<file path="config.mk">
export PLATFORM = sky130hd
export DESIGN_NAME = spin_field_lanes
export DESIGN_NICKNAME = d
export VERILOG_FILES = /design/src/rtl/spf_pkg.sv /design/src/rtl/spf_bit_adder.sv /design/src/rtl/spf_seq.sv /design/src/rtl/spf_lane.sv /design/src/rtl/spin_field_lanes.sv
export SDC_FILE = /design/constraint.sdc
export NUM_CORES = 2
export LEC_CHECK = 0
export BUFFER_PORTS_ARGS = -buffer_cell sky130_fd_sc_hd__buf_2
export CAP_MARGIN = 40
export CELL_PAD_IN_SITES_DETAIL_PLACEMENT = 2
export CELL_PAD_IN_SITES_GLOBAL_PLACEMENT = 2
export CORE_MARGIN = 2
export CORE_UTILIZATION = 41
export DETAILED_ROUTE_END_ITERATION = 6
export GPL_TIMING_DRIVEN = 1
export PLACE_DENSITY = 0.73
export SLEW_MARGIN = 30
export SYNTH_ARGS = -nofsm -noshare
export SYNTH_HDL_FRONTEND = slang
export SYNTH_SLANG_ARGS = --single-unit
export TNS_END_PERCENT = 20
</file>
<file path="constraint.sdc">
create_clock -name clk -period 2.46 [get_ports clk]
set_clock_uncertainty 0.1 [all_clocks]
set_input_delay 0 -clock clk [delete_from_list [all_inputs] [get_ports clk]]
set_output_delay 0 -clock clk [all_outputs]
set_load 0.02 [all_outputs]
</file>
<file path="src/rtl/spf_pkg.sv">
package spf_pkg;
  typedef enum logic [1:0] {
    PH_IDLE  = 2'd0,
    PH_PREP  = 2'd1,
    PH_SHIFT = 2'd2
  } phase_e;
endpackage

</file>
<file path="src/rtl/spf_bit_adder.sv">
module spf_bit_adder (
  input  logic a,
  input  logic b,
  input  logic cin,
  output logic sum,
  output logic cout
);
  assign sum  = a ^ b ^ cin;
  assign cout = (a & b) | (a & cin) | (b & cin);
endmodule

</file>
<file path="src/rtl/spf_seq.sv">
module spf_seq #(
  parameter int FIELD_W = 19,
  parameter int IDX_W   = 3
) (
  input  logic             clk,
  input  logic             rst_n,
  input  logic             start,
  input  logic [IDX_W-1:0] start_idx,
  input  logic             start_dir,
  output logic             busy,
  output logic             prep,
  output logic             step,
  output logic             done,
  output logic [IDX_W-1:0] sel_idx,
  output logic             dir
);
  import spf_pkg::*;

  localparam int CNT_W = $clog2(FIELD_W);
  localparam logic [CNT_W-1:0] LAST_BIT = CNT_W'(FIELD_W - 1);

  phase_e           phase_q;
  logic [CNT_W-1:0] bit_cnt_q;

  always_ff @(posedge clk or negedge rst_n) begin
    if (!rst_n) begin
      phase_q   <= PH_IDLE;
      bit_cnt_q <= '0;
      done      <= 1'b0;
      sel_idx   <= '0;
      dir       <= 1'b0;
    end else begin
      done <= 1'b0;
      case (phase_q)
        PH_IDLE: begin
          if (start) begin
            phase_q <= PH_PREP;
            sel_idx <= start_idx;
            dir     <= start_dir;
          end
        end
        PH_PREP: begin
          phase_q   <= PH_SHIFT;
          bit_cnt_q <= '0;
        end
        PH_SHIFT: begin
          if (bit_cnt_q == LAST_BIT) begin
            phase_q <= PH_IDLE;
            done    <= 1'b1;
          end else begin
            bit_cnt_q <= bit_cnt_q + 1'b1;
          end
        end
        default: phase_q <= PH_IDLE;
      endcase
    end
  end

  assign busy = (phase_q != PH_IDLE);
  assign prep = (phase_q == PH_PREP);
  assign step = (phase_q == PH_SHIFT);
endmodule

</file>
<file path="src/rtl/spf_lane.sv">
module spf_lane #(
  parameter int NUM_LANES = 8,
  parameter int COEF_W    = 16,
  parameter int FIELD_W   = 19,
  parameter int IDX_W     = 3,
  parameter int LANE_ID   = 0
) (
  input  logic               clk,
  input  logic               rst_n,
  input  logic               coef_we,
  input  logic [IDX_W-1:0]   coef_col,
  input  logic [COEF_W-1:0]  coef_wdata,
  input  logic               field_we,
  input  logic [FIELD_W-1:0] field_wdata,
  input  logic               prep,
  input  logic [IDX_W-1:0]   sel_col,
  input  logic               add_dir,
  input  logic               step,
  output logic [FIELD_W-1:0] field_q
);
  localparam int GUARD_W = FIELD_W - COEF_W;

  logic [COEF_W-1:0]  coef_mem [NUM_LANES];
  logic [COEF_W-1:0]  picked;
  logic [FIELD_W-1:0] picked_ext;
  logic [FIELD_W-1:0] coef_sr;
  logic [FIELD_W-1:0] field_sr;
  logic               carry_q;
  logic               sum_bit;
  logic               carry_d;

  always_ff @(posedge clk or negedge rst_n) begin
    if (!rst_n) begin
      for (int k = 0; k < NUM_LANES; k++) coef_mem[k] <= '0;
    end else if (coef_we) begin
      coef_mem[coef_col] <= coef_wdata;
    end
  end

  // the own spin contributes nothing to its own field
  assign picked     = (sel_col == IDX_W'(LANE_ID)) ? '0 : coef_mem[sel_col];
  assign picked_ext = {{GUARD_W{picked[COEF_W-1]}}, picked};

  spf_bit_adder u_fa (
    .a    (field_sr[0]),
    .b    (coef_sr[0]),
    .cin  (carry_q),
    .sum  (sum_bit),
    .cout (carry_d)
  );

  always_ff @(posedge clk or negedge rst_n) begin
    if (!rst_n) begin
      field_sr <= '0;
      coef_sr  <= '0;
      carry_q  <= 1'b0;
    end else if (field_we) begin
      field_sr <= field_wdata;
    end else if (prep) begin
      // subtract = add the inverted weight plus an initial carry of one
      coef_sr <= add_dir ? picked_ext : ~picked_ext;
      carry_q <= ~add_dir;
    end else if (step) begin
      field_sr <= {sum_bit, field_sr[FIELD_W-1:1]};
      coef_sr  <= {1'b0, coef_sr[FIELD_W-1:1]};
      carry_q  <= carry_d;
    end
  end

  assign field_q = field_sr;
endmodule

</file>
<file path="src/rtl/spin_field_lanes.sv">
module spin_field_lanes #(
  parameter int NUM_LANES = 8,
  parameter int COEF_W    = 16,
  parameter int IDX_W     = $clog2(NUM_LANES),
  parameter int FIELD_W   = COEF_W + $clog2(NUM_LANES)
) (
  input  logic               clk,
  input  logic               rst_n,
  input  logic               upd_valid,
  output logic               upd_ready,
  input  logic [IDX_W-1:0]   upd_idx,
  input  logic               upd_state,
  output logic               upd_done,
  input  logic               ld_valid,
  output logic               ld_ready,
  input  logic               ld_field,
  input  logic [IDX_W-1:0]   ld_lane,
  input  logic [IDX_W-1:0]   ld_col,
  input  logic [FIELD_W-1:0] ld_data,
  input  logic               rd_req_valid,
  output logic               rd_req_ready,
  input  logic [IDX_W-1:0]   rd_lane,
  output logic               rd_rsp_valid,
  output logic [FIELD_W-1:0] rd_rsp_data
);
  logic               busy;
  logic               prep;
  logic               step;
  logic               dir;
  logic [IDX_W-1:0]   sel_idx;
  logic               upd_fire;
  logic               ld_fire;
  logic               rd_fire;
  logic [FIELD_W-1:0] field_bus [NUM_LANES];

  assign upd_ready    = ~busy;
  assign ld_ready     = ~busy & ~upd_valid;
  assign rd_req_ready = ~busy & ~upd_valid;
  assign upd_fire     = upd_valid & upd_ready;
  assign ld_fire      = ld_valid & ld_ready;
  assign rd_fire      = rd_req_valid & rd_req_ready;

  spf_seq #(.FIELD_W(FIELD_W), .IDX_W(IDX_W)) u_seq (
    .clk       (clk),
    .rst_n     (rst_n),
    .start     (upd_fire),
    .start_idx (upd_idx),
    .start_dir (upd_state),
    .busy      (busy),
    .prep      (prep),
    .step      (step),
    .done      (upd_done),
    .sel_idx   (sel_idx),
    .dir       (dir)
  );

  for (genvar g = 0; g < NUM_LANES; g++) begin : g_lane
    logic lane_hit;
    assign lane_hit = ld_fire && (ld_lane == IDX_W'(g));
    spf_lane #(
      .NUM_LANES (NUM_LANES),
      .COEF_W    (COEF_W),
      .FIELD_W   (FIELD_W),
      .IDX_W     (IDX_W),
      .LANE_ID   (g)
    ) u_lane (
      .clk         (clk),
      .rst_n       (rst_n),
      .coef_we     (lane_hit & ~ld_field),
      .coef_col    (ld_col),
      .coef_wdata  (ld_data[COEF_W-1:0]),
      .field_we    (lane_hit & ld_field),
      .field_wdata (ld_data),
      .prep        (prep),
      .sel_col     (sel_idx),
      .add_dir     (dir),
      .step        (step),
      .field_q     (field_bus[g])
    );
  end

  always_ff @(posedge clk or negedge rst_n) begin
    if (!rst_n) begin
      rd_rsp_valid <= 1'b0;
      rd_rsp_data  <= '0;
    end else begin
      rd_rsp_valid <= rd_fire;
      if (rd_fire) rd_rsp_data <= field_bus[rd_lane];
    end
  end
endmodule

</file>
Yosys cells after proc, flatten, opt, wreduce, memory -nomap -nowiden
Index checks and enable logic that the tools add are counted.

Flip-flop bits (word level): 1368. Output and inout port bits: 24. Bits of input ports: 38. Word-level logic and storage cells: 384.

Multiplexer cells: 116. $lt $le $gt $ge: 4. Equal/unequal tests: 28. Reductions and logical operators: 41. Bitwise operators: 99. $add $sub $neg: 1.

Operators with widths (number): $bwmux 128 (8); $mux 19 (50); $mux 16 (25); $bmux 16 s3 (8); $not 19->19 (8); $bmux 19 s3 (1); $demux 16 s3 (1); $and 1x1->1 (44); $reduce_and 2->1 (19); $eq 3x3->1 const B (8); $reduce_bool 2->1 (10); $mux 1 (18); $ne 2x1->1 const B (9); $or 1x1->1 (16); $xor 1x1->1 (16); $eq 3x2->1 const B (4); $ge 4x4->1 const B (3); $not 1->1 (12); $not 3->4 (3); $pmux 5 s2 (1); $logic_and 1x1->1 (9); $eq 3x1->1 const B (2); $logic_not 3->1 (2); $pmux 2 s3 (1); other kinds (9) (11).

Depth between registers and ports, before layout
Depth in word-level cells: 8. Mapped depth: 10. Gate-level depth less buffers: 7.

Hierarchy
A second synthesis with hierarchy kept.

Cells, all modules: 4948. Area total of the unflattened synthesis: 62339.8 um^2.

Modules (own cells, without submodules): spf_lane (g_lane[0].u_lane) (cells an instance 622, area an instance 7672.4 um^2, seq. area each 3778.6 um^2, times used 1); spf_lane (g_lane[2].u_lane) (cells an instance 588, area an instance 7574.8 um^2, seq. area each 3778.6 um^2, times used 1); spf_lane (g_lane[4].u_lane) (cells an instance 584, area an instance 7561.0 um^2, seq. area each 4028.9 um^2, times used 1); spf_lane (g_lane[7].u_lane) (cells an instance 606, area an instance 7490.9 um^2, seq. area each 3803.6 um^2, times used 1); spf_lane (g_lane[5].u_lane) (cells an instance 553, area an instance 7282.0 um^2, seq. area each 3803.6 um^2, times used 1); spf_lane (g_lane[3].u_lane) (cells an instance 564, area an instance 7252.0 um^2, seq. area each 3778.6 um^2, times used 1); spf_lane (g_lane[1].u_lane) (cells an instance 558, area an instance 7244.4 um^2, seq. area each 3778.6 um^2, times used 1); spf_lane (g_lane[6].u_lane) (cells an instance 585, area an instance 7233.2 um^2, seq. area each 3778.6 um^2, times used 1); spin_field_lanes (cells an instance 225, area an instance 2255.9 um^2, seq. area each 500.5 um^2, times used 1); spf_seq (cells an instance 55, area an instance 613.1 um^2, seq. area each 300.3 um^2, times used 1); spf_bit_adder (cells an instance 1, area an instance 20.0 um^2, seq. area each 0.0 um^2, times used 8).

Worst setup path before layout
OpenSTA, ideal clock, no wires.

Path kind: register to register. Start point: reg u_seq.phase_q[0]. End point: reg g_lane[1].u_lane.coef_mem[10] (netlist name). Data arrival time: 2.311 ns. Data required time: 2.235 ns. Setup time: 0.125 ns. Buffers on the path: 3. Stages on the path, launching flop included: 10. Slack: -0.075 ns. Period minus slack after synthesis: 2.535 ns. Cell sequence: dfrtp_1 > inv_1 > ha_1 > nand3b_1 > or3b_1 > buf_4 > buf_12 > nor2_8 > buf_6 > mux2_2.

Word-level cells in the longest chain between the ends: 6.

Ends and longest elaborated chain: start, declared (line spf_seq.sv:22) `phase_e phase_q;`; start signal, assigned (line spf_seq.sv:27) `phase_q <= PH_IDLE;`; start signal, assigned (line spf_seq.sv:37) `phase_q <= PH_PREP;`; start signal, assigned (line spf_seq.sv:43) `phase_q <= PH_SHIFT;`; $reduce_bool 2->1 (line spf_seq.sv:59) `assign busy = (phase_q != PH_IDLE);`; $not 1->1; net upd_ready (line spin_field_lanes.sv:10) `output logic upd_ready,`; $and 1x1->1 (line spin_field_lanes.sv:37) `assign ld_ready = ~busy & ~upd_valid;`; $and 1x1->1 (line spin_field_lanes.sv:40) `assign ld_fire = ld_valid & ld_ready;`; $logic_and 1x1->1 (line spin_field_lanes.sv:59) `assign lane_hit = ld_fire && (ld_lane == IDX_W'(g));`; $and 1x1->1 (line spin_field_lanes.sv:69) `.coef_we (lane_hit & ~ld_field),`; end signal, assigned by index (line spf_lane.sv:36) `coef_mem[coef_col] <= coef_wdata;`; end, declared (line spf_lane.sv:23) `logic [COEF_W-1:0] coef_mem [NUM_LANES];`.

The timed path passes the listed nets, and every way through them passes these cells. A chain may end at the register's enable or synchronous reset.

Worst setup path in the final report
Start point: reg u_seq.phase_q[0]. End point: reg g_lane[0].u_lane.coef_mem[39] (netlist name).

Word-level cells in the longest chain between the ends: 6.

Ends and longest elaborated chain (line): $reduce_bool 2->1 (spf_seq.sv:59); $not 1->1 (spin_field_lanes.sv:37); $and 1x1->1 (spin_field_lanes.sv:37); $and 1x1->1 (spin_field_lanes.sv:40); $logic_and 1x1->1 (spin_field_lanes.sv:59); $and 1x1->1 (spin_field_lanes.sv:69); end signal, assigned by index (spf_lane.sv:36); end, declared (spf_lane.sv:23).

Every way passes these cells.

==> flow_summary.yaml <==
global_routing:
  grt_pass1_vias: 47530
  antenna_found_initial: 3
  grt_remaining_overflow: 0
  grt_start_max_net_pins: 120
  grt_pass1_wl_um: 322800
  grt_usage_pct: 28.97
route:
  route.detailed.drc: 0
  first_pass_iters: 5
  avgRoutedWirePerCell_um: 34.72
  viasPerCell: 6.126
  vias: 42420
  dr.first_iter.drc_count: 3112
  ant_nets: 0
  routed_wl_um: 240400
yosys:
  yosysSeqAreaShare_pct: 52.46
  syn_nets: 4703
  synth_seq_cells: 1240
  synth_cells: 4651
  synth_edf_count: 0
  syn_area_um2: 59150
  yosys_warnings: 0
  ys_async_sr_fraction_pct: 100.0
  postSynthAreaPerCell_um2: 12.72
  synth_cell_types: 53
  ys.flop_type: "dfrtp_1"
cells_and_area:
  drive_gt1_share_pct: 39.86
  layout_commonest_cell: "dfrtp_1"
  final-instance-count-excl-fill: 6925
  multi_input_area_um2: 27980
  final_cell_mix: "1,237 x dfrtp_1, 701 x mux2_2, 557 x mux2i_1"
  finalCoreUtilization_pct: 50.78
  fin_nets: 4962
  fillCellCount: 13230
  design_area_um2: 72860
  area_delta_synth_final_pct: 23.18
  seqCellArea_um2: 31040
clocking:
  cts_tree: "done"
  cts.sinks: 1240
  cts_buffer_depth: 3
  clkSlewWorstSetupHoldPaths_ns: 0.07
  clockRootBuffer: "clkbuf_16"
  h-tree-depth: 4
  cts_buffers: 144
  clkLatencyLatePin_ns: 0.83
sta:
  tightest_slew_ns: 1.109
  finalCritPeriodShare_pct: 112.3
  setup_violations: 1058
  hold_violations: 0
  slew_headroom_pct: 25.48
  whs_ns: 0.03760
  tns_ns: -113.15
  finalWorstSetupSlack_ns: -0.3031
  finalMaxSlewViolations: 0
  rsz0062_at_grt: "true"
  period_minus_slack_ns: 2.763
  timing.fmax_mhz: 361.9
pwr:
  ir_drop_mv: 1.096
  finalPower_mw: 79.42
  p_leak_nw: 35.08
  pwr-share-comb_pct: 39.1
  pwr-share-seq_pct: 33.2
  p_sw_mw: 30.84
  switching_share_pct: 38.83
  power_frac_clock_pct: 27.7
  power.density_nw_per_um2: 1090
  p_int_mw: 48.58
worst_setup_path:
  start_kind: "flop"
  path_buf_inv: 6
  crit_arrival_ns: 3.34
  path_class: "flop to flop"
  crit_fanout: 8
  cpMostUsedCell: "buf_12"
  cp_top_family: "buffers and inverters"
  cp.required_ns: 3.04
  crit_path_top_delay_cell: "dfrtp_1"
  critical-path-max-stage-delay_ns: 0.42
  worstSetupEndpointType: "flop"
  cp_cell_sequence: "inv_2 -> ha_4 -> nand3b_1 -> buf_4 -> or3_4 -> buf_12 -> buf_12 -> buf_8 -> nor2_8 -> buf_12 -> mux2_4"
floorplanning:
  initial_core_util_pct: 41.22
  row_count: 139
  die_x_um: 383.8
  ios: 62
  die_h_um: 383.8
  die-area_um2: 147300
  core-area_um2: 143500
hold_path:
  hp-class: "input pin to flop"
run_status:
  violations: "negative setup slack"
  outcome: "finished, violations left"
place:
  dp_hpwl_um: 115900
  place_congestion: 0.7741
  dp_cells: 6529
  dpl_cell_area_um2: 64100
  pre_cts_ws_ns: -0.3155
  portBuffers: 61
run:
  max-cap-violations: 0
-- final timing paths --
check	slack (ns)	from	cells after the start	endpoint
hold reg to reg	0.37	rd_rsp_data[10]$_DFFE_PN0P_	2	rd_rsp_data[10]$_DFFE_PN0P_
max in group asynchronous	0.87	rst_n	6	g_lane[1].u_lane.coef_mem[0]$_DFFE_PN0P_
min in group asynchronous	0.39	rst_n	4	g_lane[6].u_lane.coef_sr[11]$_DFFE_PN0P_
setup reg to reg	-0.30	u_seq.phase_q[0]$_DFFE_PN0P_	11	g_lane[0].u_lane.coef_mem[39]$_DFFE_PN0P_
setup / recovery	-0.30	u_seq.phase_q[0]$_DFFE_PN0P_	11	g_lane[0].u_lane.coef_mem[39]$_DFFE_PN0P_
hold / removal	0.04	rd_lane[0]	5	rd_rsp_data[13]$_DFFE_PN0P_
-- state kept, by name (all words and copies together) (netlist names) --
register                cells
g_lane.u_lane.coef_mem    896
g_lane.u_lane.coef_sr     152
g_lane.u_lane.field_q     152
rd_rsp_data                19
g_lane.u_lane.carry_q       8
u_seq.bit_cnt_q             5
u_seq.sel_idx               3
u_seq.phase_q               2
rd_rsp_valid                1
u_seq.dir                   1
u_seq.done                  1
-- routing by layer --
layer,global-route usage (%),up-vias,part of all wire (%),wire (um)
met4,11.92,0,5.0,12110
met2,49.85,1358,50,121200
li1,-,17380,-,-
met3,4.232,616,4.5,10780
met5,0,-,0,0
met1,36.47,23070,40,96300
-- worst register-to-register path, cell delays in order, from the launching register on --
cell      delay (ns)
dfrtp_1         0.42
inv_2           0.12
ha_4            0.16
nand3b_1        0.18
buf_4           0.20
or3_4           0.38
buf_12          0.17
buf_12          0.13
buf_8           0.12
nor2_8          0.15
buf_12          0.18
mux2_4          0.34
-- cell usage after synthesis (5+ instances only) --
library cell | instances | area, um2
a21oi_1 | 204 | 1021
nor3b_1 | 58 | 435.4
nor2b_1 | 6 | 37.54
o21ai_0 | 164 | 820.8
fa_1 | 8 | 160.2
buf_1 | 41 | 153.9
a22o_1 | 15 | 131.4
buf_4 | 27 | 202.7
mux4_2 | 40 | 900.9
a31oi_1 | 15 | 93.84
buf_6 | 36 | 405.4
nand2_2 | 20 | 125.1
nor3_1 | 6 | 30.03
mux2i_1 | 568 | 5685
nand2b_1 | 5 | 31.28
dfrtp_1 | 1240 | 31030
o311ai_0 | 55 | 481.7
clkbuf_1 | 249 | 934.7
inv_1 | 62 | 232.7
nor2_2 | 9 | 56.30
a21o_1 | 14 | 105.1
ha_1 | 6 | 75.07
a22oi_1 | 14 | 105.1
buf_2 | 89 | 445.4
a221oi_1 | 193 | 1690
mux2_2 | 1009 | 11360
nand3b_1 | 5 | 37.54
nand3_1 | 8 | 40.04
nor2_8 | 18 | 360.4
nand2_1 | 296 | 1111
nor2_1 | 131 | 491.7
-- power by group through the flow --
| stage | combinational (mW) | sequential [mW] | clock, mW |
|---|---|---|---|
| floorplan | 15.6 | 25.5 | 0 |
| global placement | 24.7 | 26.1 | 0 |
| detailed placement | 25.6 | 26.4 | 0 |
| CTS | 27.2 | 26.1 | 21.7 |
| global route | 32.6 | 26.7 | 22.9 |
| finish | 31.1 | 26.4 | 22.0 |
-- final cells by class --
type,count,area share [%]
Antenna cell,2,0.006869
Clock buffer,215,5.895
Clock inverter,41,0.4602
Inverter,62,0.3194
Multi-Input combinational cell,2904,38.40
Sequential cell,1240,42.60
Tap cell,1903,3.268
Timing Repair Buffer,558,9.051
-- cells by family (layout without fill, tap and decap cells) --
group	after synthesis	after routing	share of synthesized area (%)
flip-flops	1240	1240	52.46
other	0	2	0
buffers and inverters	509	876	4.125
multiplexers	1620	1620	30.40
adder cells (fa/ha/maj)	14	14	0.3977
AO/OA/AOI/OAI	682	682	7.617
AND/OR/NAND/NOR	585	587	4.984
XOR/XNOR	1	1	0.01481
-- timing repair --
action                                  CTS  global route
gates cloned                              8            16
gates resized for setup                 196           368
buffers inserted                         20            48
pin swaps                                15            28
endpoints found under the hold margin  2039             0
setup endpoints to repair               743           924
hold buffers                             48             0
No activity file was read; power rests on OpenSTA's default activity.
